===== src/rtl/imc_pkg.sv =====
package imc_pkg;

    localparam int REG_AW    = 5;
    localparam int WORD_W    = 32;
    localparam int ADDR_LO_W = 32;
    localparam int ADDR_HI_W = 16;
    localparam int ADDR_W    = ADDR_LO_W + ADDR_HI_W;
    localparam int DATA_W    = 32;
    localparam int TMR_EN_BIT = 16;

    localparam logic [REG_AW-1:0] OFS_CTRL = 5'h00;
    localparam logic [REG_AW-1:0] OFS_TLIM = 5'h04;
    localparam logic [REG_AW-1:0] OFS_ALO  = 5'h08;
    localparam logic [REG_AW-1:0] OFS_AHI  = 5'h0C;
    localparam logic [REG_AW-1:0] OFS_DATA = 5'h10;

    typedef enum logic [2:0] {
        SEL_NONE,
        SEL_CTRL,
        SEL_TLIM,
        SEL_ALO,
        SEL_AHI,
        SEL_DATA
    } reg_sel_e;

    typedef struct packed {
        logic [ADDR_W-1:0] addr;
        logic [DATA_W-1:0] data;
    } msg_t;

    function automatic reg_sel_e decode_ofs(input logic [REG_AW-1:0] ofs);
        reg_sel_e s;
        case (ofs)
            OFS_CTRL: s = SEL_CTRL;
            OFS_TLIM: s = SEL_TLIM;
            OFS_ALO:  s = SEL_ALO;
            OFS_AHI:  s = SEL_AHI;
            OFS_DATA: s = SEL_DATA;
            default:  s = SEL_NONE;
        endcase
        return s;
    endfunction

endpackage


===== src/rtl/imc_regs.sv =====
module imc_regs
    import imc_pkg::*;
#(
    parameter int CNT_W    = 15,
    parameter int TMR_W    = 13,
    parameter int RST_THR  = 20,
    parameter int RST_TLIM = 176
) (
    input  logic                clk,
    input  logic                rst,
    input  logic                we,
    input  logic [REG_AW-1:0]   ofs,
    input  logic [WORD_W-1:0]   wdata,
    output logic [CNT_W-1:0]    thr,
    output logic [TMR_W-1:0]    tlim,
    output logic                tmr_en,
    output msg_t                cfg
);

    logic unused_wbits;
    assign unused_wbits = ^wdata;

    always_ff @(posedge clk) begin
        if (rst) begin
            thr    <= RST_THR[CNT_W-1:0];
            tlim   <= RST_TLIM[TMR_W-1:0];
            tmr_en <= 1'b0;
            cfg    <= '0;
        end else if (we) begin
            case (decode_ofs(ofs))
                SEL_CTRL: begin
                    thr    <= wdata[CNT_W-1:0];
                    tmr_en <= wdata[TMR_EN_BIT];
                end
                SEL_TLIM: tlim <= wdata[TMR_W-1:0];
                SEL_ALO:  cfg.addr[ADDR_LO_W-1:0] <= wdata[ADDR_LO_W-1:0];
                SEL_AHI:  cfg.addr[ADDR_W-1:ADDR_LO_W] <= wdata[ADDR_HI_W-1:0];
                SEL_DATA: cfg.data <= wdata[DATA_W-1:0];
                default:  ;
            endcase
        end
    end

endmodule


===== src/rtl/imc_timer.sv =====
module imc_timer #(
    parameter int TMR_W = 13
) (
    input  logic             clk,
    input  logic             rst,
    input  logic             done,
    input  logic             pend_nz,
    input  logic             accept,
    input  logic             tmr_en,
    input  logic [TMR_W-1:0] tlim,
    output logic             armed,
    output logic [TMR_W-1:0] tmr,
    output logic             expired
);

    // Arm on any completion; disarm when the message is taken or nothing is left.
    always_ff @(posedge clk) begin
        if (rst)
            armed <= 1'b0;
        else if (done)
            armed <= 1'b1;
        else if (accept || !pend_nz)
            armed <= 1'b0;
    end

    // Saturating tick counter, restarted on acceptance or an empty queue.
    always_ff @(posedge clk) begin
        if (rst)
            tmr <= '0;
        else if (accept || !pend_nz || !armed || !tmr_en)
            tmr <= '0;
        else if (tmr < tlim)
            tmr <= tmr + 1'b1;
    end

    assign expired = tmr_en && armed && (tmr >= tlim);

endmodule


===== src/rtl/imc_issue.sv =====
module imc_issue
    import imc_pkg::*;
#(
    parameter int CNT_W = 15
) (
    input  logic             clk,
    input  logic             rst,
    input  logic             armed,
    input  logic [CNT_W-1:0] pend_cnt,
    input  logic [CNT_W-1:0] thr,
    input  logic             expired,
    input  logic             msg_ready,
    input  msg_t             cfg,
    output logic             msg_valid,
    output msg_t             msg,
    output logic             accept
);

    logic count_hit;
    logic fire;

    assign count_hit = pend_cnt >= thr;
    assign fire      = armed && (pend_cnt != '0) && (count_hit || expired);
    assign accept    = msg_valid && msg_ready;

    always_ff @(posedge clk) begin
        if (rst) begin
            msg_valid <= 1'b0;
            msg       <= '0;
        end else if (!msg_valid) begin
            if (fire) begin
                msg_valid <= 1'b1;
                msg       <= cfg;
            end
        end else if (msg_ready) begin
            msg_valid <= 1'b0;
        end
    end

endmodule


===== src/rtl/imc_coalescer.sv =====
module imc_coalescer
    import imc_pkg::*;
#(
    parameter int CNT_W    = 15,
    parameter int TMR_W    = 13,
    parameter int RST_THR  = 20,
    parameter int RST_TLIM = 176
) (
    input  logic                 clk,
    input  logic                 rst,
    input  logic                 cfg_we,
    input  logic [REG_AW-1:0]    cfg_addr,
    input  logic [WORD_W-1:0]    cfg_wdata,
    input  logic [CNT_W-1:0]     pend_cnt,
    input  logic                 done_pulse,
    input  logic                 msg_ready,
    output logic                 msg_valid,
    output logic [ADDR_W-1:0]    msg_addr,
    output logic [DATA_W-1:0]    msg_data
);

    logic [CNT_W-1:0] thr;
    logic [TMR_W-1:0] tlim;
    logic             tmr_en;
    msg_t             cfg;
    msg_t             msg;
    logic             armed;
    logic [TMR_W-1:0] tmr;
    logic             expired;
    logic             accept;
    logic             pend_nz;

    assign pend_nz = |pend_cnt;

    imc_regs #(
        .CNT_W   (CNT_W),
        .TMR_W   (TMR_W),
        .RST_THR (RST_THR),
        .RST_TLIM(RST_TLIM)
    ) u_regs (
        .clk   (clk),
        .rst   (rst),
        .we    (cfg_we),
        .ofs   (cfg_addr),
        .wdata (cfg_wdata),
        .thr   (thr),
        .tlim  (tlim),
        .tmr_en(tmr_en),
        .cfg   (cfg)
    );

    imc_timer #(
        .TMR_W(TMR_W)
    ) u_timer (
        .clk    (clk),
        .rst    (rst),
        .done   (done_pulse),
        .pend_nz(pend_nz),
        .accept (accept),
        .tmr_en (tmr_en),
        .tlim   (tlim),
        .armed  (armed),
        .tmr    (tmr),
        .expired(expired)
    );

    imc_issue #(
        .CNT_W(CNT_W)
    ) u_issue (
        .clk      (clk),
        .rst      (rst),
        .armed    (armed),
        .pend_cnt (pend_cnt),
        .thr      (thr),
        .expired  (expired),
        .msg_ready(msg_ready),
        .cfg      (cfg),
        .msg_valid(msg_valid),
        .msg      (msg),
        .accept   (accept)
    );

    assign msg_addr = msg.addr;
    assign msg_data = msg.data;

endmodule


===== config.mk =====
export PLATFORM = sky130hd
export DESIGN_NAME = imc_coalescer
export DESIGN_NICKNAME = d
export VERILOG_FILES = /design/src/rtl/imc_pkg.sv /design/src/rtl/imc_regs.sv /design/src/rtl/imc_timer.sv /design/src/rtl/imc_issue.sv /design/src/rtl/imc_coalescer.sv
export SDC_FILE = /design/constraint.sdc
export NUM_CORES = 1
export LEC_CHECK = 0
export ABC_AREA = 1
export BUFFER_PORTS_ARGS = -buffer_cell sky130_fd_sc_hd__buf_2
export CORE_MARGIN = 5
export CORE_UTILIZATION = 35
export CTS_CLUSTER_SIZE = 25
export DETAILED_ROUTE_END_ITERATION = 6
export PLACE_DENSITY = 0.59
export SLEW_MARGIN = 20
export SYNTH_ARGS = -nofsm -noshare
export SYNTH_HDL_FRONTEND = slang
export SYNTH_SLANG_ARGS = --single-unit

===== constraint.sdc =====
create_clock -name clk -period 2.45 [get_ports clk]
set_input_delay 0.3675 -clock clk [delete_from_list [all_inputs] [get_ports clk]]
set_output_delay 0.3675 -clock clk [all_outputs]
set_load 0.01 [all_outputs]

# Yosys cells after proc, flatten, opt, wreduce, memory -nomap -nowiden
# Index checks and enable logic that the tools add are counted.
# totals
ramBits,0
word_cells,56
out_inout_bits,81
mem_bits_ro,0
latchBits,0
register_bits,204
n_memories,0
inputBits,57
# op_classes
n_addsub,1
n_shift,0
n_div,0
reduce_logical,23
n_mux,8
n_lt_le_gt_ge,3
n_mul,0
n_eq_ne,9
n_bitwise,1
# op_table
operator,count
15-bit greater-or-equal comparator,1
3-bit case mux with 5 select lines,1
15-bit nonzero test,1
15-bit OR reduction,1
13-bit by 1-bit adder with 13-bit output (second input constant),1
13-bit greater-or-equal comparator,1
13-bit less-than comparator,1
2-bit AND reduction,6
5-bit by 4-bit equality test with 1-bit output (second input constant),2
3-bit by 2-bit equality test with 1-bit output (second input constant),2
3-bit equality test (second input constant),2
3-bit 2-to-1 mux,2
5-bit by 3-bit equality test with 1-bit output (second input constant),1
5-bit equality test (second input constant),1
1-bit logical AND,5
5-bit logical NOT,1
1-bit 2-to-1 mux,5
1-bit logical OR,4
3-bit by 1-bit equality test with 1-bit output (second input constant),1
1-bit logical NOT,3
2-bit nonzero test,1
2-bit OR reduction,1
1-bit inverter,1

# Depth between registers and ports, before layout
# Gate-level depths: netlist (run 1).
# depth
ltp_word,6
mapped_depth,15
depth_no_buf,14

# Cells and area by module
# From an unflattened synthesis (run 1), not the netlist that was laid out.
# hier_totals
hier_cells,1520
hier_area_um2,9880.7
# modules_own_cells
mod,area_per_inst_um2,seq_area_each_um2,n_inst,cells_per_inst
imc_regs,4543.1,2182.1,1,696
imc_issue,4072.7,1621.6,1,623
imc_timer,1208.7,280.3,1,186
imc_coalescer,56.3,0.0,1,15

# Worst setup path before layout (run 1)
# No wires, ideal clock.
# synth_path
path_type,in2reg
from,in pend_cnt[6]
to,reg u_issue.msg[12] (netlist name)
setup_slack_ps,626
required_time_ps,2335
path_stages,13
path_buffers,2
setup_ps,115
t_arrival_ps,1709
path_cell_list,ha_1 nand2_1 inv_1 a21oi_1 nand2_1 nand2_1 nand2_1 nor2_2 nand2_4 buf_12 buf_8 a21oi_1 nor2_1
# synth_via
elab_chain_len,4
elab_cells_between_ends,6
cone_classes,order compare (1); reduce/logical (5)
# synth_lines
element,line,rtl
start: declaration,imc_coalescer.sv:14,"input logic [CNT_W-1:0] pend_cnt,"
15-bit greater-or-equal comparator or 15-bit nonzero test (tied branches),"imc_issue.sv:22, imc_issue.sv:23",
1-bit logical OR or 1-bit logical AND (tied branches),imc_issue.sv:23,assign fire = armed && (pend_cnt != '0) && (count_hit || expired);
1-bit logical AND (*),imc_issue.sv:23,
2-bit AND reduction (no line) (*),-,
# Mark *: on every way between the ends. The rest lies on a longest branch, timed or not.
# A chain may end at the register's enable or synchronous reset.

# Worst setup path in the final report (run 1)
# layout_path
from,reg u_timer.tmr[12]
to,reg u_issue.msg[24] (netlist name)
# layout_via
elab_chain_len,5
# layout_lines
element,line,rtl
start: declaration,imc_timer.sv:12,"output logic [TMR_W-1:0] tmr,"
start signal: assignment,imc_timer.sv:33,tmr <= tmr + 1'b1;
13-bit greater-or-equal comparator,imc_timer.sv:36,assign expired = tmr_en && armed && (tmr >= tlim);
1-bit logical AND,imc_timer.sv:36,
1-bit logical OR,imc_issue.sv:23,
1-bit logical AND,imc_issue.sv:23,
2-bit AND reduction (no line),-,
# No other way between the ends.

==> qor.yml, run 1 <==
run_status:
  status: "finished clean"
setup_path:
  crit_slowest_cell: "buf_12"
  crit_family: "simple AND/OR/NAND/NOR gates"
  path_buf_inv: 1
  cp-start-kind: "flip-flop"
  cp_slowest_stage_delay_ps: 350
  critPathRequiredTime_ps: 2850
  r2r_slack_ps: 270
  path_max_fanout: 81
  worst_setup_path_end_kind: "flip-flop"
  worstPathCellList: "ha_1 > nand2_2 > nor2_4 > and2_2 > nand3_1 > nand3_2 > nand2_2 > nand2_8 > buf_12 > nand3_1 > nand2_1 > nor2_1"
  worstPathArrival_ps: 2580
  worst-setup-path-type: "flip-flop to flip-flop"
clock_network:
  worstSkewPairLatency_ps: 500
  clockBufferDepth: 3
  numCtsBuffers: 24
  ctsHoldBuffers: 0
  htreeDepth: 1
  cts_root_buffer: "clkbuf_16"
  cts_resized: 0
  cts_tree: "done"
  cts_sinks: 204
  postCtsSetupBuffers: 0
  clk_pin_slew_ps: 60
synthesis:
  synth-seq-area-share_pct: 44.9
  yosysMostFrequentCell: "dfxtp_1"
  ys_types: 31
  synth_edf_count: 0
  synth_cells: 1169
  synth_area_leaders: "dfxtp_1 45%, a21oi_1 7.5%, a21oi_2 6.8%"
  syn_area_um2: 9100
  synthesis.nets: 1255
  yosys_most_used_dff: "dfxtp_1"
  synth.avg_cell_area_um2: 7.78
  yosysWarnings: 0
  synthTopCellsByCount: "204 x dfxtp_1, 151 x inv_1, 151 x nand2_1, 137 x a21oi_1, 113 x o21ai_0"
  async_flop_share_pct: 0
  yosysTopAreaCellShare_pct: 44.9
  yosys.area.top_type: "dfxtp_1"
  synth-seq-cells: 204
run:
  cap_viol_max_count: 0
routing:
  num_vias: 7695
  finalWirelength_um: 23700
  first_iter_violations: 524
  wl_met3_um: 1150
  via_per_inst: 4.74
  ant_nets: 0
  drc: 0
  firstDrtPassIters: 5
  highest_layer: "met4"
  met1_length_um: 11000
  wl_per_cell_um: 14.6
  wl_met2_um: 11000
power:
  internal_power_mw: 6.05
  power.density_nw_per_um2: 755
  sequentialPowerShare_pct: 43.7
  p_clk_share_pct: 43.8
  combPwrFrac_pct: 12.5
  power.switching_mw: 2.07
  switching_share_pct: 25.5
  p_leak_nw: 4.50
  ir_drop_mv: 0.477
floorplan:
  die_x_um: 171
  core_region_area_um2: 25800
  initial_core_util_pct: 35.2
  die_h_um: 171
  rows: 59
  dieArea_um2: 29300
  num_io_pins: 138
timing:
  maxSlewHeadroom_pct: 49.0
  fin_crit_ps: 2180
  tightest_slew_ps: 764
  setup_violations: 0
  max_freq_ghz: 0.459
  fin_setup_tns_ps: 0
  hold_violations: 0
  drv_slew: 0
  rsz0062_at_grt: "false"
  worst_hold_slack_ps: 101
  finClkSkew_ps: 7.15
  fin_crit_sh_pct: 89.0
grt:
  gr-total-overflow: 0
  antenna_found_initial: 0
  grt_pass1_wl_um: 37400
  grt_pass1_vias: 7059
  grt_max_degree: 185
  grtUsageTotal_pct: 15.7
final_layout:
  area_delta_synth_final_pct: 18.1
  final_layout_size_suffix_gt1_share_pct: 22.0
  num_antenna_cells: 0
  seqCellArea_um2: 4080
  multi_input_area_um2: 4000
  nNetsFinal: 1358
  fill_cells: 2698
placed_design:
  dp_hpwl_um: 15900
  place.port_buffers: 137
  place.gp.congestion: 0.856
hold_path:
  hold_class: "primary input to flip-flop"
[through the flow]
stage          util (%)  std cells  total power, mW  worst slack [ps]  area, um^2
2_1_floorplan         -       1169             4.33               626        9100
6_report           41.6       1624             8.12               270       10700
5_1_grt            41.6       1624             8.49              42.4       10700
3_5_place_dp       38.5       1581             4.65               247        9950
3_3_place_gp       38.5       1581             4.64               266        9950
4_1_cts            41.6       1624             8.23               268       10700
[worst reg2reg max path, delay by kind of cell (launching register included)]
family | cells | cell delay [ps]
buffers and inverters | 1 | 350
and+or+nand+nor | 10 | 1080
adders and majority gates | 1 | 320
DFF | 1 | 340
[kinds of logic (layout without fill, tap and decap cells)]
family | after synthesis | in the layout | synth area share, %
AO/OA/AOI/OAI | 323 | 323 | 20.7
XOR/XNOR | 4 | 4 | 0.385
adder cells (fa/ha/maj) | 29 | 29 | 3.99
buffers and inverters | 226 | 346 | 11.3
flip-flops | 204 | 204 | 44.9
AND/OR/NAND/NOR | 383 | 383 | 18.8
[power groups by stage]
stage / combinational [mW] / sequential (mW) / clock, mW
5_1_grt: 1.14 / 3.56 / 3.79
3_5_place_dp: 1.03 / 3.62 / 0
4_1_cts: 1.03 / 3.55 / 3.65
6_report: 1.01 / 3.55 / 3.56
2_1_floorplan: 0.663 / 3.67 / 0
3_3_place_gp: 1.02 / 3.62 / 0
[cell usage in the layout, fill, tap and decap left out, types with 2 or more instances in the layout]
cell,n
dfxtp_1,204
nand2_1,151
inv_1,150
a21oi_1,137
buf_2,137
o21ai_0,113
nor2_1,112
nand3_1,79
a21oi_2,71
ha_1,29
clkbuf_16,25
nand3_2,12
clkbuf_1,8
nor3_1,7
nand4_1,7
buf_12,7
nand2_2,5
buf_4,5
clkbuf_8,4
inv_2,3
xor2_1,3
clkinv_2,3
nor2_2,2
nor2_4,2
bufinv_16,2
[flip-flops by register name (all words and copies together), names as in the netlist]
name	cells
u_regs.cfg	80
u_issue.msg_valid	1
u_timer.armed	1
u_regs.thr	15
u_timer.tmr	13
u_issue.msg	80
u_regs.tmr_en	1
u_regs.tlim	13
[path summary, 6_finish.rpt]
path,depth (start not counted),startpoint,end
max reg2reg,12,u_timer.tmr[12],u_issue.msg[24]
max,12,u_timer.tmr[12],u_issue.msg[24]
min reg2reg,2,u_regs.cfg[44],u_regs.cfg[44]
min,3,done_pulse,u_timer.armed
[layout make-up]
class / instances / share of cell area, %
repair buffers: 149 / 8.04
clock inverters: 6 / 0.769
flip-flops and latches: 204 / 38.0
inverters: 154 / 5.40
multi-input cells: 739 / 37.3
well taps: 335 / 3.90
clock buffers: 37 / 6.61
[per-layer routing]
layer	vias to the layer above	GRT usage [%]
li1	3997	-
met1	3500	21.8
met2	167	26.0
met3	31	2.53
met4	0	3.24
met5	-	0
Note: power is estimated with default switching activity, not from simulation.
==> inputs of run 2 (changes only) <==
==> constraint.sdc (replaced) <==
create_clock -name clk -period 2.8 [get_ports clk]
set_input_delay 0.42 -clock clk [delete_from_list [all_inputs] [get_ports clk]]
set_output_delay 0.42 -clock clk [all_outputs]
set_load 0.01 [all_outputs]
==> run 2 against run 1 <==
Against the previous run:
- hold slack improved by 73 ps
- maximum frequency decreased by 2.6%
- sequential cell count unchanged
- highest routed layer unchanged
- worst setup slack improved by 290 ps
- final area decreased by 1.1%
- die area unchanged
- total power decreased by 16%
- final cell count decreased by 0.25%
- first-iteration DRC count decreased by 8.4%
- wire length decreased by 1.5%
- clock power decreased by 20%
- via count increased by 0.45%
==> qor.yml, run 2 (synthesized netlist as in run 1, its figures left out) <==
grt:
  grt_max_degree: 185  # unchanged
  grt_pass1_wl_um: 36400  # -2.7%
  gr-total-overflow: 0  # unchanged
  grt_pass1_vias: 6902  # -2.2%
  grtUsageTotal_pct: 15.3  # -0.40 points
  antenna_found_initial: 0  # unchanged
clock_network:
  cts_root_buffer: "clkbuf_16"
  htreeDepth: 1  # unchanged
  clk_pin_slew_ps: 60  # about the same
  ctsHoldBuffers: 0  # unchanged
  clockBufferDepth: 3  # unchanged
  cts_resized: 0  # unchanged
  numCtsBuffers: 23  # -4.2%
  cts_tree: "done"
  worstSkewPairLatency_ps: 500  # about the same
  postCtsSetupBuffers: 0  # unchanged
  cts_sinks: 204  # unchanged
floorplan:
  die_h_um: 171  # unchanged
  core_region_area_um2: 25800  # unchanged
  initial_core_util_pct: 35.2  # unchanged
  die_x_um: 171  # unchanged
  dieArea_um2: 29300  # unchanged
  rows: 59  # unchanged
  num_io_pins: 138  # unchanged
timing:
  worst_hold_slack_ps: 175  # +73.2 ps
  drv_slew: 0  # unchanged
  maxSlewHeadroom_pct: 35.8  # -13 points
  fin_crit_ps: 2240  # +57.1 ps
  worst_slack_ps: 563  # +293 ps
  finClkSkew_ps: 8.52  # +1.38 ps
  hold_violations: 0  # unchanged
  tightest_slew_ps: 962  # +198 ps
  setup_violations: 0  # unchanged
  fin_crit_sh_pct: 79.9  # -9.1 points
  max_freq_ghz: 0.447  # -2.6%
  rsz0062_at_grt: "false"
  fin_setup_tns_ps: 0  # unchanged
power:
  p_leak_nw: 4.45  # -1.1%
  power.density_nw_per_um2: 644  # -15%
  ir_drop_mv: 0.434  # -9.0%
final_layout:
  final_cell_mix: "204 x dfxtp_1, 151 x nand2_1, 150 x inv_1"
  final_common_cell: "dfxtp_1"
  final_util_pct: 41.1  # -0.46 points
  reg.largest.list: "u_issue.msg: 80 flops, u_regs.cfg: 80 flops, u_regs.thr: 15 flops"
  area_delta_synth_final_pct: 16.8
  nNetsFinal: 1355  # -0.22%
  fill_cells: 2683  # -0.56%
  final_layout_size_suffix_gt1_share_pct: 22.1  # +0.069 points
  num_antenna_cells: 0  # unchanged
hold_path:
  min-delay-start: "done_pulse"
  hold_class: "primary input to flip-flop"
run:
  cap_viol_max_count: 0  # unchanged
setup_path:
  worstPathArrival_ps: 2630  # +50 ps
  startpoint: "u_regs.tlim[8]"
  r2r_slack_ps: 560  # +290 ps
  worstPathCellList: "inv_1 > ha_1 > nand2_1 > nor2_1 > and2_2 > nand3_1 > nand3_2 > nand2_2 > nand2_8 > buf_12 > nand3_1 > nand2_1 > nor2_1"
  crit-reg2reg-launch: "u_regs.tlim[8]"
  path_max_fanout: 44  # -46%
  worst_setup_path_end_kind: "flip-flop"
  crit_slowest_cell: "dfxtp_1"
  cp_slowest_stage_delay_ps: 300  # -50 ps
  cp-start-kind: "flip-flop"
  worst-setup-path-type: "flip-flop to flip-flop"
  critPathRequiredTime_ps: 3190  # +340 ps
placed_design:
  dp_slack_ps: 448  # +200 ps
  dp_hpwl_um: 15800  # -0.77%
  place.port_buffers: 137  # unchanged
  place.gp.congestion: 0.814  # -4.9%
routing:
  ant_nets: 0  # unchanged
  firstDrtPassIters: 5  # unchanged
  num_vias: 7730  # +0.45%
  drc: 0  # unchanged
  first_iter_violations: 480  # -8.4%
  via_per_inst: 4.77  # +0.70%
  wl_per_cell_um: 14.4  # -1.2%
  finalWirelength_um: 23300  # -1.5%
run_status:
  status: "finished clean"
## run 2: final timing paths
path	to	cells past startpoint
max reg2reg	u_issue.msg[24]	13
max	u_issue.msg[24]	13
min	u_timer.armed	3
min reg2reg	u_regs.cfg[26]	2
## run 2: metal layers
| metal | wire, um | track usage [%] | share of wire, % | vias to the layer above |
|---|---|---|---|---|
| met5 | 0 | 0 | 0 | - |
| met4 | 460 | 3.20 | 2.0 | 0 |
| met3 | 1030 | 2.18 | 4.4 | 33 |
| met2 | 10500 | 25.0 | 45 | 144 |
| met1 | 11300 | 21.7 | 49 | 3555 |
| li1 | - | - | - | 3998 |
## run 2: cell type report
cell class / instances / area, um^2 / area share [%]
multi-input cells: 739 / 4000 / 37.7
inverters: 154 / 581 / 5.46
repair buffers: 147 / 823 / 7.75
clock inverters: 12 / 97.6 / 0.918
flip-flops and latches: 204 / 4080 / 38.4
clock buffers: 29 / 618 / 5.82
well taps: 335 / 419 / 3.94
## run 2: critical path: cells and delay by family, from the launching register on
family	cells	cell delay (ps)
fa+ha+maj	1	300
buf+inv	2	340
simple gates	10	1130
flops	1	300
## run 2: power breakdown
part / internal [mW] / total [mW] / switching (mW)
clock network: 1.66 / 2.86 / 1.20
registers: 3.03 / 3.11 / 0.0804
logic: 0.333 / 0.869 / 0.535
total: 5.02 / 6.84 / 1.82
## run 2: metrics by stage
stage	area (um^2)	power (mW)	instances
after floorplan	9100	3.79	1169
after global placement	9910	4.05	1579
after detailed placement	9910	4.06	1579
after CTS	10600	6.95	1620
after global routing	10600	7.16	1620
final	10600	6.84	1620
==> inputs of run 3 (changes only) <==
--- a/config.mk
+++ b/config.mk
@@ -11,7 +11,7 @@
 export CORE_UTILIZATION = 35
 export CTS_CLUSTER_SIZE = 25
 export DETAILED_ROUTE_END_ITERATION = 6
-export PLACE_DENSITY = 0.59
+export PLACE_DENSITY = 0.61
 export SLEW_MARGIN = 20
 export SYNTH_ARGS = -nofsm -noshare
 export SYNTH_HDL_FRONTEND = slang
==> constraint.sdc (replaced) <==
create_clock -name clk -period 1.9 [get_ports clk]
set_input_delay 0.285 -clock clk [delete_from_list [all_inputs] [get_ports clk]]
set_output_delay 0.285 -clock clk [all_outputs]
set_load 0.01 [all_outputs]
==> run 3 against run 2 <==
Against the previous run:
- register-to-register slack got worse by 670 ps
- the run now ends with negative setup slack left
- via count rose by 6.6%
- critical endpoint is now u_issue.msg[10]
- non-clock buffer count grew 64
- clock-buffer cell count grew 7
- sequential power rose by 47%
- worst setup slack lost 670 ps
- critical path type unchanged
- final cell count is 4.3% higher
==> qor.yml, run 3 (synthesized netlist as in run 1, its figures left out) <==
setup_path:
  worst_setup_path_end_kind: "flip-flop"
  worstPathCellList: "inv_1 > ha_4 > nand2_4 > nor2_4 > and2_4 > nand2_2 > nand3_4 > nand2_8 > nand2_8 > clkbuf_16 > nand3_1 > nand2_1 > nor2_1"
  cp_slowest_stage_delay_ps: 310  # about the same
  crit-reg2reg-launch: "u_regs.tlim[11]"
  cp-start-kind: "flip-flop"
  r2r.worst_path.cells: 13  # unchanged
  crit_slowest_cell: "dfxtp_1"
  critPathRequiredTime_ps: 2300  # -890 ps
  r2r_slack_ps: -100  # -670 ps
  worstPathArrival_ps: 2400  # -230 ps
  worst-setup-path-type: "flip-flop to flip-flop"
  crit_top_cell: "nand2_8"
  path_max_fanout: 8  # -82%
  r2r_end: "u_issue.msg[10]"
floorplan:
  dieArea_um2: 29300  # unchanged
  die_x_um: 171  # unchanged
  core_region_area_um2: 25800  # unchanged
  rows: 59  # unchanged
  die_h_um: 171  # unchanged
  num_io_pins: 138  # unchanged
  initial_core_util_pct: 35.2  # unchanged
final_layout:
  final_util_pct: 47.4  # +6.3 points
  num_antenna_cells: 0  # unchanged
  nNetsFinal: 1423  # +5.0%
  final_cell_mix: "185 x dfxtp_1, 138 x buf_2, 135 x nand2_1"
  final_common_cell: "dfxtp_1"
  final_layout_size_suffix_gt1_share_pct: 34.5  # +12 points
  area_delta_synth_final_pct: 34.6
  reg.largest.list: "u_issue.msg: 80 flops, u_regs.cfg: 80 flops, u_regs.thr: 15 flops"
timing:
  fin_crit_ps: 2000  # -234 ps
  setup_violations: 79  # +79
  max_freq_ghz: 0.499  # +12%
  tightest_slew_ps: 606  # -356 ps
  drv_slew: 0  # unchanged
  worst_slack_ps: -103  # -666 ps
  fin_setup_tns_ps: -4430  # -4430 ps
  hold_violations: 0  # unchanged
  fin_crit_sh_pct: 105  # +26 points
  maxSlewHeadroom_pct: 59.6  # +24 points
  finClkSkew_ps: 11.4  # +2.84 ps
  rsz0062_at_grt: "true"
grt:
  grtUsageTotal_pct: 16.0  # +0.71 points
  gr-total-overflow: 0  # unchanged
  grt_pass1_vias: 7490  # +8.5%
  antenna_found_initial: 0  # unchanged
  grt_max_degree: 65  # -65%
  grt_pass1_wl_um: 38200  # +4.9%
power:
  p_leak_nw: 5.08  # +14%
  ir_drop_mv: 0.690  # +59%
  power_mw: 11.0  # +61%
  power.density_nw_per_um2: 899  # +40%
placed_design:
  place.port_buffers: 137  # unchanged
  dp_hpwl_um: 16900  # +6.9%
  place.gp.congestion: 0.888  # +9.1%
routing:
  firstDrtPassIters: 5  # unchanged
  ant_nets: 0  # unchanged
  wl_per_cell_um: 16.1  # +12%
  first_iter_violations: 642  # +34%
  via_per_inst: 4.88  # +2.2%
  drc: 0  # unchanged
  finalWirelength_um: 27200  # +17%
  num_vias: 8238  # +6.6%
clock_network:
  htreeDepth: 1  # unchanged
  cts_sinks: 204  # unchanged
  cts_root_buffer: "clkbuf_16"
  clk_pin_slew_ps: 60  # about the same
  numCtsBuffers: 24  # +4.3%
  worstSkewPairLatency_ps: 510  # about the same
  cts_tree: "done"
  clockBufferDepth: 3  # unchanged
hold_path:
  holdPathStages: 4  # +1
  min-delay-start: "msg_ready"
  hold_class: "primary input to flip-flop"
  hold-path-endpoint: "u_issue.msg_valid"
run_status:
  violations: "negative setup slack"
  status: "finished, violations left"
run:
  cap_viol_max_count: 0  # unchanged
run 3: worst max-delay path by stage:
stage                          startpoint               to  slack (ps)  cells after the start
after floorplan           u_regs.tlim[12]  u_issue.msg[12]          80                     13
after global placement        pend_cnt[6]  u_issue.msg[41]        -130                     14
after detailed placement     pend_cnt[10]  u_issue.msg[21]        -140                     13
after CTS                  u_regs.thr[14]  u_issue.msg[20]         -70                     14
after global routing       u_regs.tlim[2]  u_issue.msg[69]        -200                     14
final                     u_regs.tlim[11]  u_issue.msg[10]        -100                     13
run 3: stage by stage:
stage | hold WS [ps] | area, um^2 | worst slack (ps) | cells
after floorplan | 411 | 9100 | 81.0 | 1169
after global placement | 440 | 10300 | -133 | 1619
after detailed placement | 443 | 10300 | -140 | 1619
after CTS | 43.2 | 11200 | -70.5 | 1663
after global routing | 65.6 | 12200 | -199 | 1689
final | 56.1 | 12200 | -103 | 1689
run 3: power by group:
| part | total, mW | switching, mW | internal, mW | leakage [nW] |
|---|---|---|---|---|
| combinational | 1.69 | 0.948 | 0.745 | 3.01 |
| sequential | 4.58 | 0.119 | 4.46 | 1.67 |
| clock | 4.73 | 1.82 | 2.91 | 0.402 |
| total | 11.0 | 2.89 | 8.12 | 5.08 |
run 3: worst max-delay path, delay by kind of cell, from the launching register on:
family                     cells  cell delay (ps)
adders and majority gates      1              280
DFF                            1              310
and+or+nand+nor               10             1030
buffers and inverters          2              270
run 3: layout make-up:
class	instances	area, um^2
clock buffers	36	727
clock inverters	7	95.1
fillers	2480	13600
inverters	154	581
multi-input cells	742	4650
flip-flops and latches	204	4110
well taps	335	419
repair buffers	211	1670
run 3: what timing repair did:
action / in CTS / in global routing
hold buffers: 1 / 0
hold endpoints to repair: 1 / 0
resized for setup: 6 / 145
buffers inserted: 0 / 7
cloned: 0 / 20
setup endpoints to repair: 81 / 87
pin swaps: 0 / 43
run 3: per-layer routing:
metal | global-route usage [%] | wire [um] | vias up
met3 | 2.57 | 1410 | 43
met4 | 4.37 | 626 | 0
met2 | 27.4 | 13200 | 215
met1 | 21.1 | 12000 | 3833
met5 | 0 | 0 | -
li1 | - | - | 4147
